$ cat config.mk
export PLATFORM = sky130hd
export DESIGN_NAME = sample_pacer_dac
export DESIGN_NICKNAME = d
export VERILOG_FILES = /design/src/rtl/spd_pkg.sv /design/src/rtl/spd_tick_gen.sv /design/src/rtl/spd_ring_fifo.sv /design/src/rtl/spd_pwm_gen.sv /design/src/rtl/sample_pacer_dac.sv
export SDC_FILE = /design/constraint.sdc
export NUM_CORES = 1
export LEC_CHECK = 0
export ABC_AREA = 1
export BUFFER_PORTS_ARGS = -buffer_cell sky130_fd_sc_hd__clkbuf_2
export CAP_MARGIN = 0
export CORE_UTILIZATION = 60
export DETAILED_ROUTE_END_ITERATION = 6
export GPL_ROUTABILITY_DRIVEN = 0
export PLACE_DENSITY = 0.82
export SYNTH_ARGS = -nofsm -noshare
export SYNTH_HDL_FRONTEND = slang
export SYNTH_SLANG_ARGS = --single-unit
$ cat constraint.sdc
create_clock -name clk -period 2.92 [get_ports clk]
set_clock_uncertainty 0.05 [all_clocks]
set_input_delay 0.438 -clock clk [delete_from_list [all_inputs] [get_ports clk]]
set_output_delay 0.438 -clock clk [all_outputs]
set_load 0.01 [all_outputs]
$ cat src/rtl/spd_pkg.sv
package spd_pkg;

  // Clocks between two sample ticks.
  function automatic int unsigned tick_period(input int unsigned prescale,
                                              input int unsigned conv_cycles);
    return prescale * conv_cycles;
  endfunction

  // Position of one PWM sub-step within the full PWM period.
  function automatic int unsigned lane_position(input int unsigned phase,
                                                input int unsigned lane,
                                                input int unsigned lanes);
    return phase * lanes + lane;
  endfunction

  // Writes stop one entry short of the buffer size.
  function automatic logic ring_has_room(input int unsigned level,
                                         input int unsigned depth);
    return level < (depth - 1);
  endfunction

endpackage

$ cat src/rtl/spd_tick_gen.sv
module spd_tick_gen #(
  parameter int unsigned PERIOD = 1664
) (
  input  logic clk,
  input  logic rst_n,
  output logic tick_o
);
  localparam int unsigned CW = (PERIOD > 1) ? $clog2(PERIOD) : 1;
  localparam logic [CW-1:0] LAST = CW'(PERIOD - 1);

  logic [CW-1:0] cnt_q;
  logic          wrap_w;

  assign wrap_w = (cnt_q == LAST);
  assign tick_o = wrap_w;

  always_ff @(posedge clk or negedge rst_n) begin
    if (!rst_n)      cnt_q <= '0;
    else if (wrap_w) cnt_q <= '0;
    else             cnt_q <= cnt_q + 1'b1;
  end

  generate
    if (PERIOD > 1) begin : g_gap
      p_tick_single_r4: assert property (@(posedge clk) disable iff (!rst_n)
        tick_o |=> !tick_o);
      p_tick_restart_r4: assert property (@(posedge clk) disable iff (!rst_n)
        tick_o |=> (cnt_q == '0));
    end
  endgenerate

endmodule

$ cat src/rtl/spd_ring_fifo.sv
module spd_ring_fifo #(
  parameter int unsigned DATA_W = 8,
  parameter int unsigned DEPTH  = 32
) (
  input  logic                       clk,
  input  logic                       rst_n,
  input  logic                       push_req_i,
  input  logic [DATA_W-1:0]          push_data_i,
  input  logic                       pop_req_i,
  output logic                       push_ready_o,
  output logic [DATA_W-1:0]          head_data_o,
  output logic                       pop_fire_o,
  output logic [$clog2(DEPTH):0]     level_o,
  output logic                       empty_o,
  output logic                       almost_full_o
);
  localparam int unsigned PTR_W = $clog2(DEPTH);
  localparam int unsigned LVL_W = PTR_W + 1;
  localparam logic [PTR_W-1:0] PTR_LAST = PTR_W'(DEPTH - 1);
  localparam logic [LVL_W-1:0] LVL_CAP  = LVL_W'(DEPTH - 1);

  logic [DATA_W-1:0] mem_q [DEPTH];
  logic [PTR_W-1:0]  wr_ptr_q, rd_ptr_q;
  logic [LVL_W-1:0]  level_q;
  logic              room_w, push_fire_w, pop_fire_w;

  assign room_w      = spd_pkg::ring_has_room(32'(level_q), DEPTH);
  assign push_fire_w = push_req_i & room_w;
  assign pop_fire_w  = pop_req_i & (level_q != '0);

  assign push_ready_o  = room_w;
  assign head_data_o   = mem_q[rd_ptr_q];
  assign pop_fire_o    = pop_fire_w;
  assign level_o       = level_q;
  assign empty_o       = (level_q == '0);
  assign almost_full_o = !room_w;

  always_ff @(posedge clk) begin
    if (push_fire_w) mem_q[wr_ptr_q] <= push_data_i;
  end

  always_ff @(posedge clk or negedge rst_n) begin
    if (!rst_n) begin
      wr_ptr_q <= '0;
      rd_ptr_q <= '0;
      level_q  <= '0;
    end else begin
      if (push_fire_w) wr_ptr_q <= (wr_ptr_q == PTR_LAST) ? '0 : wr_ptr_q + 1'b1;
      if (pop_fire_w)  rd_ptr_q <= (rd_ptr_q == PTR_LAST) ? '0 : rd_ptr_q + 1'b1;
      case ({push_fire_w, pop_fire_w})
        2'b10:   level_q <= level_q + 1'b1;
        2'b01:   level_q <= level_q - 1'b1;
        default: level_q <= level_q;
      endcase
    end
  end

  p_no_overflow_r2: assert property (@(posedge clk) disable iff (!rst_n)
    level_q <= LVL_CAP);
  p_refuse_when_full_r2: assert property (@(posedge clk) disable iff (!rst_n)
    almost_full_o |=> level_q <= $past(level_q));
  p_pop_decrements_r5: assert property (@(posedge clk) disable iff (!rst_n)
    (pop_fire_w && !push_fire_w) |=> level_q == $past(level_q) - 1'b1);
  p_both_hold_r7: assert property (@(posedge clk) disable iff (!rst_n)
    (pop_fire_w && push_fire_w) |=> level_q == $past(level_q));

endmodule

$ cat src/rtl/spd_pwm_gen.sv
module spd_pwm_gen #(
  parameter int unsigned DATA_W     = 8,
  parameter int unsigned LANES      = 4,
  parameter int unsigned RESET_DUTY = 128
) (
  input  logic              clk,
  input  logic              rst_n,
  input  logic              load_i,
  input  logic [DATA_W-1:0] load_data_i,
  output logic [DATA_W-1:0] duty_o,
  output logic [LANES-1:0]  lanes_o
);
  localparam int unsigned LANE_BITS = $clog2(LANES);
  localparam int unsigned PH_W      = DATA_W - LANE_BITS;

  logic [PH_W-1:0]   phase_q;
  logic [DATA_W-1:0] duty_q;
  logic [DATA_W-1:0] lane_pos_w [LANES];

  always_ff @(posedge clk or negedge rst_n) begin
    if (!rst_n) begin
      phase_q <= '0;
      duty_q  <= DATA_W'(RESET_DUTY);
    end else begin
      phase_q <= phase_q + 1'b1;
      if (load_i) duty_q <= load_data_i;
    end
  end

  assign duty_o = duty_q;

  generate
    for (genvar g = 0; g < LANES; g++) begin : g_lane
      assign lane_pos_w[g] = DATA_W'(spd_pkg::lane_position(32'(phase_q), g, LANES));
      // High from counter wrap until the compare match.
      assign lanes_o[g] = lane_pos_w[g] < duty_q;
      if (g > 0) begin : g_order
        p_lane_monotone_r8: assert property (@(posedge clk) disable iff (!rst_n)
          lanes_o[g] |-> lanes_o[g-1]);
      end
    end
  endgenerate

  p_wrap_sets_r8: assert property (@(posedge clk) disable iff (!rst_n)
    (phase_q == '0 && duty_q != '0) |-> lanes_o[0]);
  p_zero_duty_low_r8: assert property (@(posedge clk) disable iff (!rst_n)
    (duty_q == '0) |-> (lanes_o == '0));
  p_duty_hold_r6: assert property (@(posedge clk) disable iff (!rst_n)
    !load_i |=> duty_q == $past(duty_q));

endmodule

$ cat src/rtl/sample_pacer_dac.sv
module sample_pacer_dac #(
  parameter int unsigned DATA_W      = 8,
  parameter int unsigned DEPTH       = 32,
  parameter int unsigned PRESCALE    = 128,
  parameter int unsigned CONV_CYCLES = 13,
  parameter int unsigned PWM_LANES   = 4,
  parameter int unsigned RESET_DUTY  = 128
) (
  input  logic                   clk,
  input  logic                   rst_n,
  input  logic                   wr_valid_i,
  input  logic [DATA_W-1:0]      wr_data_i,
  output logic                   wr_ready_o,
  output logic [$clog2(DEPTH):0] fifo_level_o,
  output logic                   fifo_empty_o,
  output logic                   fifo_almost_full_o,
  output logic                   sample_tick_o,
  output logic [DATA_W-1:0]      duty_o,
  output logic [PWM_LANES-1:0]   pwm_lanes_o
);
  localparam int unsigned PERIOD = spd_pkg::tick_period(PRESCALE, CONV_CYCLES);

  logic              tick_w;
  logic              pop_fire_w;
  logic [DATA_W-1:0] head_w;

  spd_tick_gen #(.PERIOD(PERIOD)) u_tick (
    .clk    (clk),
    .rst_n  (rst_n),
    .tick_o (tick_w)
  );

  spd_ring_fifo #(.DATA_W(DATA_W), .DEPTH(DEPTH)) u_fifo (
    .clk           (clk),
    .rst_n         (rst_n),
    .push_req_i    (wr_valid_i),
    .push_data_i   (wr_data_i),
    .pop_req_i     (tick_w),
    .push_ready_o  (wr_ready_o),
    .head_data_o   (head_w),
    .pop_fire_o    (pop_fire_w),
    .level_o       (fifo_level_o),
    .empty_o       (fifo_empty_o),
    .almost_full_o (fifo_almost_full_o)
  );

  spd_pwm_gen #(.DATA_W(DATA_W), .LANES(PWM_LANES), .RESET_DUTY(RESET_DUTY)) u_pwm (
    .clk         (clk),
    .rst_n       (rst_n),
    .load_i      (pop_fire_w),
    .load_data_i (head_w),
    .duty_o      (duty_o),
    .lanes_o     (pwm_lanes_o)
  );

  assign sample_tick_o = tick_w;

  p_empty_tick_r6: assert property (@(posedge clk) disable iff (!rst_n)
    (sample_tick_o && fifo_empty_o) |=> duty_o == $past(duty_o));
  p_tick_loads_r5: assert property (@(posedge clk) disable iff (!rst_n)
    (sample_tick_o && !fifo_empty_o) |=> duty_o == $past(head_w));
  p_flags_agree_r9: assert property (@(posedge clk) disable iff (!rst_n)
    !(fifo_empty_o && fifo_almost_full_o));

endmodule

## After elaboration in Yosys (flattened, before gate mapping)

Memories as Yosys holds them, arrays and structs flattened. A register that Yosys moved wholly into a read port is not among the register bits.
Cells that the tools add are included.

- Output and inout port bits: 22
- Input bits: 11
- Register bits after elaboration: 33
- Word-level logic and storage cells: 38
- Memory bits (writable): 256
- Memories kept: 1

- Equality and inequality tests: 5
- Reduce and logical (&&, ||, !) cells: 5
- Bitwise logic cells: 2
- Magnitude comparators: 5
- Multiplexer cells: 6
- Add/sub/neg operators: 9

Memory list:

| name | depth | bits a word | read ports | clocked after Yosys merged registers in | wr ports | line | RTL |
|---|---|---|---|---|---|---|---|
| u_fifo.mem_q | 32 | 8 | 1 | 1 | 1 | spd_ring_fifo.sv:22 | `logic [DATA_W-1:0] mem_q [DEPTH];` |

Operators by type and width:

| operator | count |
|---|---|
| less-than comparator 8 bit | 4 |
| adder 8 x 2 -> 8 bit, second input constant | 2 |
| adder 6 x 1 -> 6 bit, second input constant | 2 |
| one-hot mux 6 bit (2 select lines) | 1 |
| adder 11 x 1 -> 11 bit, second input constant | 1 |
| equality test 11 bit, second input constant | 1 |
| 2-to-1 mux 11 bit | 1 |
| adder 5 x 1 -> 5 bit, second input constant | 2 |
| equality test 5 bit, second input constant | 2 |
| 2-to-1 mux 5 bit | 2 |
| adder 8 x 1 -> 8 bit, second input constant | 1 |
| zero test 6 bit | 1 |
| less-than comparator 6 x 5 -> 1 bit, second input constant | 1 |
| nonzero test 6 bit | 1 |
| subtractor 6 x 1 -> 6 bit, second input constant | 1 |
| bitwise AND 1 bit | 2 |
| equality test 2 x 1 -> 1 bit, second input constant | 1 |
| equality test 2 bit, second input constant | 1 |
| zero test 1 bit | 2 |
| 2-to-1 mux 1 bit | 2 |
| nonzero test 2 bit | 1 |

## Longest topological paths before layout

Gate-level depths: netlist of run 1.

- Depth after elaboration: 4
- Gate-level depth with buffers: 18
- Mapped depth without buffers: 17

## Hierarchy

Synthesis of run 1 repeated with hierarchy kept, for this count alone.

- Cell total of the unflattened synthesis: 1304
- Area, all modules: 13213.9 um^2

By module, submodules not included:

| module | cells an instance | instances | area an instance (um^2) | sequential area each (um^2) |
|---|---|---|---|---|
| spd_ring_fifo | 1151 | 1 | 11898.9 | 8087.8 |
| spd_pwm_gen | 84 | 1 | 744.5 | 351.6 |
| spd_tick_gen | 69 | 1 | 570.5 | 275.3 |

## Least setup slack after synthesis of run 1

No wires, ideal clock.

- Kind: reg-to-reg
- Start point: register u_tick.cnt_q[0]
- End point: register u_fifo.level_q[5] (netlist: u_fifo.level_o[5])
- Period minus slack after synthesis: 2.659 ns
- Path slack: 0.261 ns
- Library setup time: 0.121 ns
- Arrival time: 2.488 ns
- Buffers on the path: 1
- Cell stages (with the launch flop): 19
- Required time: 2.749 ns
- Cell sequence: dfrtp_1 ha_1 nand3_2 nor2_4 nand2_4 nor2_8 inv_4 nor2_8 buf_8 ha_1 ha_1 nand2_1 nand2_1 nand2_1 nand3_1 a21oi_1 o21ai_0 nand2_1 nand2_1

- Cells in the longest elaborated chain, start to end: 4
- Elaborated cells on any way between the ends: 6
- Those cells by class: eq/ne (3); mux (1); bitwise (1); reduce/logical (1)

Ends and longest elaborated chain:

| item | line | RTL |
|---|---|---|
| start: declaration | spd_tick_gen.sv:11 | `logic [CW-1:0] cnt_q;` |
| start signal: assignment | spd_tick_gen.sv:20 | `else cnt_q <= cnt_q + 1'b1;` |
| equality test 11 bit (*) | spd_tick_gen.sv:14 | `assign wrap_w = (cnt_q == LAST);` |
| named net sample_tick_o | sample_pacer_dac.sv:17 | `output logic sample_tick_o,` |
| bitwise AND 1 bit (*) | spd_ring_fifo.sv:29 | `assign pop_fire_w = pop_req_i & (level_q != '0);` |
| named net pop_fire_w | sample_pacer_dac.sv:24 | `logic pop_fire_w;` |
| equality test 2 x 1 -> 1 bit / equality test 2 bit (equally long branches) | spd_ring_fifo.sv:50 | `case ({push_fire_w, pop_fire_w})` |
| one-hot mux 6 bit (2 select lines) / nonzero test 2 bit (equally long branches) | n/a |  |
| end signal: assignment | spd_ring_fifo.sv:51 | `2'b10: level_q <= level_q + 1'b1;` |
| end signal: assignment | spd_ring_fifo.sv:52 | `2'b01: level_q <= level_q - 1'b1;` |
| end signal: assignment | spd_ring_fifo.sv:53 | `default: level_q <= level_q;` |
| end: declaration | spd_ring_fifo.sv:24 | `logic [LVL_W-1:0] level_q;` |

The timed path passes the listed nets; every way through them passes the cells marked *.
A chain may end at the register's enable or synchronous reset.

## Worst setup path after layout of run 1

- Start point: register u_pwm.duty_q[7] (netlist: u_pwm.duty_o[7]), read port of u_fifo.mem_q
- End point: output pwm_lanes_o[3]

- Cells in the longest elaborated chain, start to end: 1

Ends and longest elaborated chain:

| item | line | RTL |
|---|---|---|
| start: declaration | spd_pwm_gen.sv:17 | `logic [DATA_W-1:0] duty_q;` |
| less-than comparator 8 bit | spd_pwm_gen.sv:36 | `assign lanes_o[g] = lane_pos_w[g] < duty_q;` |
| end: declaration | sample_pacer_dac.sv:19 | `output logic [PWM_LANES-1:0] pwm_lanes_o` |

No other way between the ends.

==> results of run 1 <==
## worst reg2reg max path: stages (launching register included)
cell and delay [ps]:
dfrtp_1 370, ha_1 220, nand3_2 150, nor2_4 150
nand2_4 90, nor2_8 130, inv_4 70, nor2_8 100
ha_4 200, ha_1 310, nand2_1 90, nand2_1 80
nand2_1 70, nand3_1 130, a21oi_2 160, o21ai_0 100
nand2_1 70, nand2_1 50
## worst max path at each step
stage	from	to	slack, ps	depth (start not counted)
3_3_place_gp	u_tick.cnt_q[0]$_DFF_PN0_	u_fifo.level_o[5]$_DFFE_PN0P_	260	17
6_report	u_pwm.duty_o[7]$_DFFE_PN1P_	pwm_lanes_o[3]	190	6
4_1_cts	u_tick.cnt_q[0]$_DFF_PN0_	u_fifo.level_o[5]$_DFFE_PN0P_	60	17
5_1_grt	u_tick.cnt_q[0]$_DFF_PN0_	u_fifo.level_o[5]$_DFFE_PN0P_	30	17
2_1_floorplan	u_tick.cnt_q[0]$_DFF_PN0_	u_fifo.level_o[5]$_DFFE_PN0P_	260	18
3_5_place_dp	u_tick.cnt_q[0]$_DFF_PN0_	u_fifo.level_o[5]$_DFFE_PN0P_	90	17
## report_power, final
group	switching [uW]	internal, uW	total [uW]
Combinational	647	287	934
Sequential	132	4860	4990
Clock	1500	1990	3490
Total	2280	7130	9410
## metrics by stage
| step | hold WS (ps) | total power [uW] | setup WS (ps) | cells |
|---|---|---|---|---|
| floorplan | 92.41 | 5577 | 261.2 | 1302 |
| global placement | 414.8 | 5928 | 260.0 | 1600 |
| detailed placement | 413.2 | 5975 | 87.53 | 1600 |
| CTS | 47.01 | 9438 | 58.13 | 1651 |
| global route | 110.2 | 9726 | 30.39 | 1651 |
| finish | 21.77 | 9412 | 192.3 | 1651 |
## Yosys cell counts, drive strengths merged
library cell / n
clkbuf: 14
edfxtp: 256
dfstp: 1
fa: 1
nor3: 12
a21oi: 16
a31o: 1
buf: 41
o21bai: 2
dfrtp: 40
nor4: 2
nand2: 299
a21o: 1
nand3: 243
xnor2: 1
o22ai: 3
o211ai: 9
o21ai: 13
nand4: 5
xor2: 9
and3: 1
clkinv: 1
ha: 21
or2: 43
nor2: 40
inv: 227
## layout make-up
| type | instances | area, um2 | area share [%] |
|---|---|---|---|
| Clock buffer | 34 | 744.5 | 5.001 |
| Clock inverter | 17 | 136.4 | 0.9162 |
| Inverter | 228 | 860.8 | 5.783 |
| Multi-Input combinational cell | 722 | 3581 | 24.06 |
| Sequential cell | 297 | 8720 | 58.58 |
| Tap cell | 280 | 350.3 | 2.354 |
| Timing Repair Buffer | 73 | 493.0 | 3.312 |
## metal layers
| metal | part of all wire, % | wire, um |
|---|---|---|
| met1 | 40 | 12160 |
| met2 | 48 | 14580 |
| met3 | 8.1 | 2449 |
| met4 | 3.9 | 1172 |
| met5 | 0 | 0 |
## flip-flops by register name, indices dropped and copies added, names as in the netlist
name,cells
u_fifo.mem_q,256
u_tick.cnt_q,11
u_fifo.rd_ptr_q,5
u_pwm.duty_o,8
u_fifo.wr_ptr_q,5
u_pwm.phase_q,6
u_fifo.level_o,6
## cells by family after synthesis
kind of cell    after synthesis  share of synthesized area, %
compound gates               45                         1.957
xor+xnor                     10                        0.6525
fa+ha+maj                    22                         2.106
buf+inv                     283                         8.528
flops                       297                         64.92
simple gates                645                         21.84
## repair_timing
item,in CTS,in global routing
setup endpoints to repair,0,2
hold endpoints to repair,0,0
hold buffers,0,0
gates resized for setup,0,3
==> metrics.txt, run 1 <==
Synth cell types 39; r2r worst-path depth 17; Top Usage Layer GRT met2; Routed WL around 30 mm; kind of critical path reg2out; vias in the first global route approximately 9000; Arr. time, crit path ~2200 ps; placed cell areas between 10000 and 15000 um2; worst vdd ir between 0.5 and 0.6 mV; fin crit share between 90% and 100%; cell family with most CP delay compound AO/OA/AOI/OAI gates; critical path endpoint category primary output; htree depth 1; initial antenna violation count 0; largest cells by area after synthesis edfxtp_1, nand3_1, nand2_1; CP Data Required Time about 2400 ps; worst r2r dst u_fifo.level_o[5]$_DFFE_PN0P_; number of fill cells 1570; crit path launch type register; Num CTS Buffers 29; DR pass1 iterations 5; # diodes 0; Longest Clk Path Bufs 3; gr usage total 27.35%; Die X 151.6 um; setup TNS 0 ps; RSZ-0062 raised after global routing no; status completed; nets@finish 1384; CP max stage delay 550 ps; most common cell after layout, fill and taps aside nand2_1; vias 9201; TritonCTS clock tree done; Post-CTS Setup Inserts 0; CP max-delay cell dfstp_2; Cells after Synth ~1300; top cell type's share of synthesized area between 50% and 60%; Sink Count roughly 300; pin count of the biggest net entering global routing between 150 and 200; critical path peak fanout 4; I/O Buffers 32; post-route DRC violation count 0; Leak ~0.0064 uW; Worst Hold Class in2async; Max Cap Viol 0; register area share after synthesis 64.92%; Post-Syn Area 13420 um2; R2R setup slack approximately 240 ps; Area Growth Syn to Fin 10.89%; Peak Freq approximately 370 MHz; Slew Limit Fails 0; YS warnings 0; Antenna Nets Post-Route 0; CORE AREA between 20000 and 25000 um2; drt wl/cell 18.39 um; commonest cells after routing, fill and taps aside nand2_1, edfxtp_1, nand3_1; Die ar. 22980 um2; first-pass GRT wire length between 40 and 50 mm; Top Ports 33; Finished Cell Area 14890 um2; # setup viols final 0; share of cells above drive strength 1 12.62%; most frequent CP cell a21oi_1; Post-DP HPWL 17.94 mm; synthesis-stage register bit count just under 300; total gr overflow 0; Starting Density about three fifths; num rows 54; Tmin final 2728 ps; Synth Net Count 1335; GR met1 Demand/Resource around 37%; Reg clk slew, reported paths roughly 60 ps; PD cells around 630 nW/um2; Slew HR between 20 and 30%; mean post-synth cell area between 10 and 15 um2; Worst-Margin Slew ~1100 ps; fin util just under 70%; GRT met2 Usage roughly 45%; Final Hold Vio Count 0; DRT iter0 DRCs 1054; CP cell instances inv_1, ha_1, a21oi_1, o21ai_0, a21oi_1, clkbuf_2; latest clock arrival within the worst-skew pair around 540 ps; M3 GR Usage around 4.5%; CTS Root Cell clkbuf_16; Die H approximately 150 um; Synth area leader edfxtp_1; vias per cell 5.573; Critical R2R Launch u_tick.cnt_q[0]$_DFF_PN0_; Crit path buffers/inverters 2
(Power assumes the default switching activity.)
==> run 2, diff against run 1 <==
--- a/config.mk
+++ b/config.mk
@@ -6,12 +6,12 @@
 export NUM_CORES = 1
 export LEC_CHECK = 0
 export ABC_AREA = 1
-export BUFFER_PORTS_ARGS = -buffer_cell sky130_fd_sc_hd__clkbuf_2
 export CAP_MARGIN = 0
 export CORE_UTILIZATION = 60
 export DETAILED_ROUTE_END_ITERATION = 6
+export DONT_BUFFER_PORTS = 1
 export GPL_ROUTABILITY_DRIVEN = 0
-export PLACE_DENSITY = 0.82
+export PLACE_DENSITY = 0.81
 export SYNTH_ARGS = -nofsm -noshare
 export SYNTH_HDL_FRONTEND = slang
 export SYNTH_SLANG_ARGS = --single-unit
==> metrics.txt, run 2 (synthesized netlist as in run 1, its figures left out) <==
DRT iter0 DRCs 1051; Top Ports 33; largest reg by FF count u_fifo.mem_q; vias per cell around 5.7; PD cells around 650 nW/um2; crit path launch type register; cell family with most CP delay flip-flops; Post-DP HPWL between 15 and 20 mm; number of fill cells between 1500 and 2000; Starting Density about three fifths; critical path peak fanout 4; setup TNS 0 ps; vias in the first global route around 8700; # diodes 0; worst vdd ir 0.5629 mV; Routed WL 30.25 mm; Longest Clk Path Bufs 3; drt wl/cell 18.55 um; initial antenna violation count 0; nets@finish 1362; PnR worst setup slack ~210 ps; worst slack, placed about 120 ps; RSZ-0062 raised after global routing no; Die H ~150 um; CTS Root Cell clkbuf_16; Crit path buffers/inverters 1; register area 8721 um2; Die X 151.6 um; TritonCTS clock tree done; DR pass1 iterations 6; Die ar. 22980 um2; Tmin final roughly 2700 ps; CP cell instances inv_1, ha_1, a21oi_1, o21ai_0, nor3_1; Arr. time, crit path 2220 ps; Area Growth Syn to Fin 11.85%; multi-input logic area around 3600 um2; htree depth 1; Worst Hold Class in2reg; status completed; Reg clk slew, reported paths approximately 60 ps; max FFs per register roughly 260; Worst-Margin Slew 687.4 ps; post-route DRC violation count 0; worst setup path start u_pwm.duty_o[7]$_DFFE_PN1P_; I/O Buffers 0; Critical R2R Launch u_tick.cnt_q[0]$_DFF_PN0_; r2r worst-path depth 17; hold_ws ~150 ps; share of cells above drive strength 1 approximately 11%; Final Hold Vio Count 0; Max Cap Viol 0; Peak Freq 369.3 MHz; CP max-delay cell dfstp_2; Sink Count 297; CORE AREA ~22000 um2; CP Data Required Time roughly 2400 ps; Antenna Nets Post-Route 0; latest clock arrival within the worst-skew pair between 500 and 600 ps; num rows 54; gr usage total 26.98%; most common cell after layout, fill and taps aside nand2_1; commonest cells after routing, fill and taps aside nand2_1, edfxtp_1, nand3_1; # setup viols final 0; CP Depth 5; total gr overflow 0; Num CTS Buffers 29; kind of critical path reg2out; worst r2r dst u_fifo.level_o[5]$_DFFE_PN0P_; CP max stage delay about 580 ps; Pwr Total a little under 10000 uW; Slew Limit Fails 0; pin count of the biggest net entering global routing between 150 and 200; Slew HR between 50% and 60%; end of the critical path pwm_lanes_o[2]; critical path endpoint category primary output; vias 9259; Leak about 0.0064 uW; R2R setup slack around 270 ps; Post-CTS Setup Inserts 0; fin crit share roughly 93%; first-pass GRT wire length around 47 mm
run 2: cell types whose count changed in the layout (fill, tap and decap cells not counted), sizes merged:
cell         previous run  this run
clkinvlp                2         3
clkinv                 13        11
buf                    41        50
dlygate4sd3             0         1
clkbuf                 66        33
inv                   228       229
bufinv                  2         5
run 2: layout make-up:
class / count / area share [%]
multi-input cells: 722 / 23.82
flip-flops and latches: 297 / 58.08
inverters: 228 / 5.733
clock inverters: 20 / 1.525
clock buffers: 33 / 4.933
repair buffers: 51 / 3.567
well taps: 280 / 2.333
run 2: repair_timing:
| item | CTS | global route |
|---|---|---|
| setup endpoints to repair | 0 | 2 |
| resized for setup | 0 | 3 |
| hold endpoints to repair | 297 | 0 |
| hold buffers | 10 | 0 |
run 2: routing by layer:
layer | global-route usage (%) | vias up | routed length (um)
met3 | 4.371 | 81 | 2604
met5 | 0 | - | 0
met2 | 42.65 | 487 | 14470
met1 | 37.44 | 4357 | 12020
li1 | - | 4334 | -
met4 | 11.19 | 0 | 1160
run 2: worst min path at each step:
stage                                    endpoint  cells past startpoint    startpoint
floorplan           u_fifo.level_o[0]$_DFFE_PN0P_                      0         rst_n
global placement       u_pwm.phase_q[1]$_DFF_PN0_                      0         rst_n
detailed placement     u_pwm.phase_q[1]$_DFF_PN0_                      0         rst_n
CTS                 u_fifo.mem_q[28][6]$_DFFE_PP_                      1  wr_data_i[6]
global route        u_fifo.mem_q[28][6]$_DFFE_PP_                      1  wr_data_i[6]
finish              u_fifo.mem_q[28][6]$_DFFE_PP_                      1  wr_data_i[6]
run 2: metrics by stage:
| step | util (%) | cells | area [um2] |
|---|---|---|---|
| 2_1_floorplan | - | 1302 | 13420 |
| 3_3_place_gp | 63.23 | 1568 | 13840 |
| 3_5_place_dp | 63.23 | 1568 | 13840 |
| 4_1_cts | 68.52 | 1631 | 15000 |
| 5_1_grt | 68.59 | 1631 | 15010 |
| 6_report | 68.59 | 1631 | 15010 |
run 2: where the power goes:
part / switching [uW] / total [uW] / internal (uW)
clock network: 1540 / 3800 / 2260
logic: 609 / 889 / 280
registers: 150 / 5010 / 4850
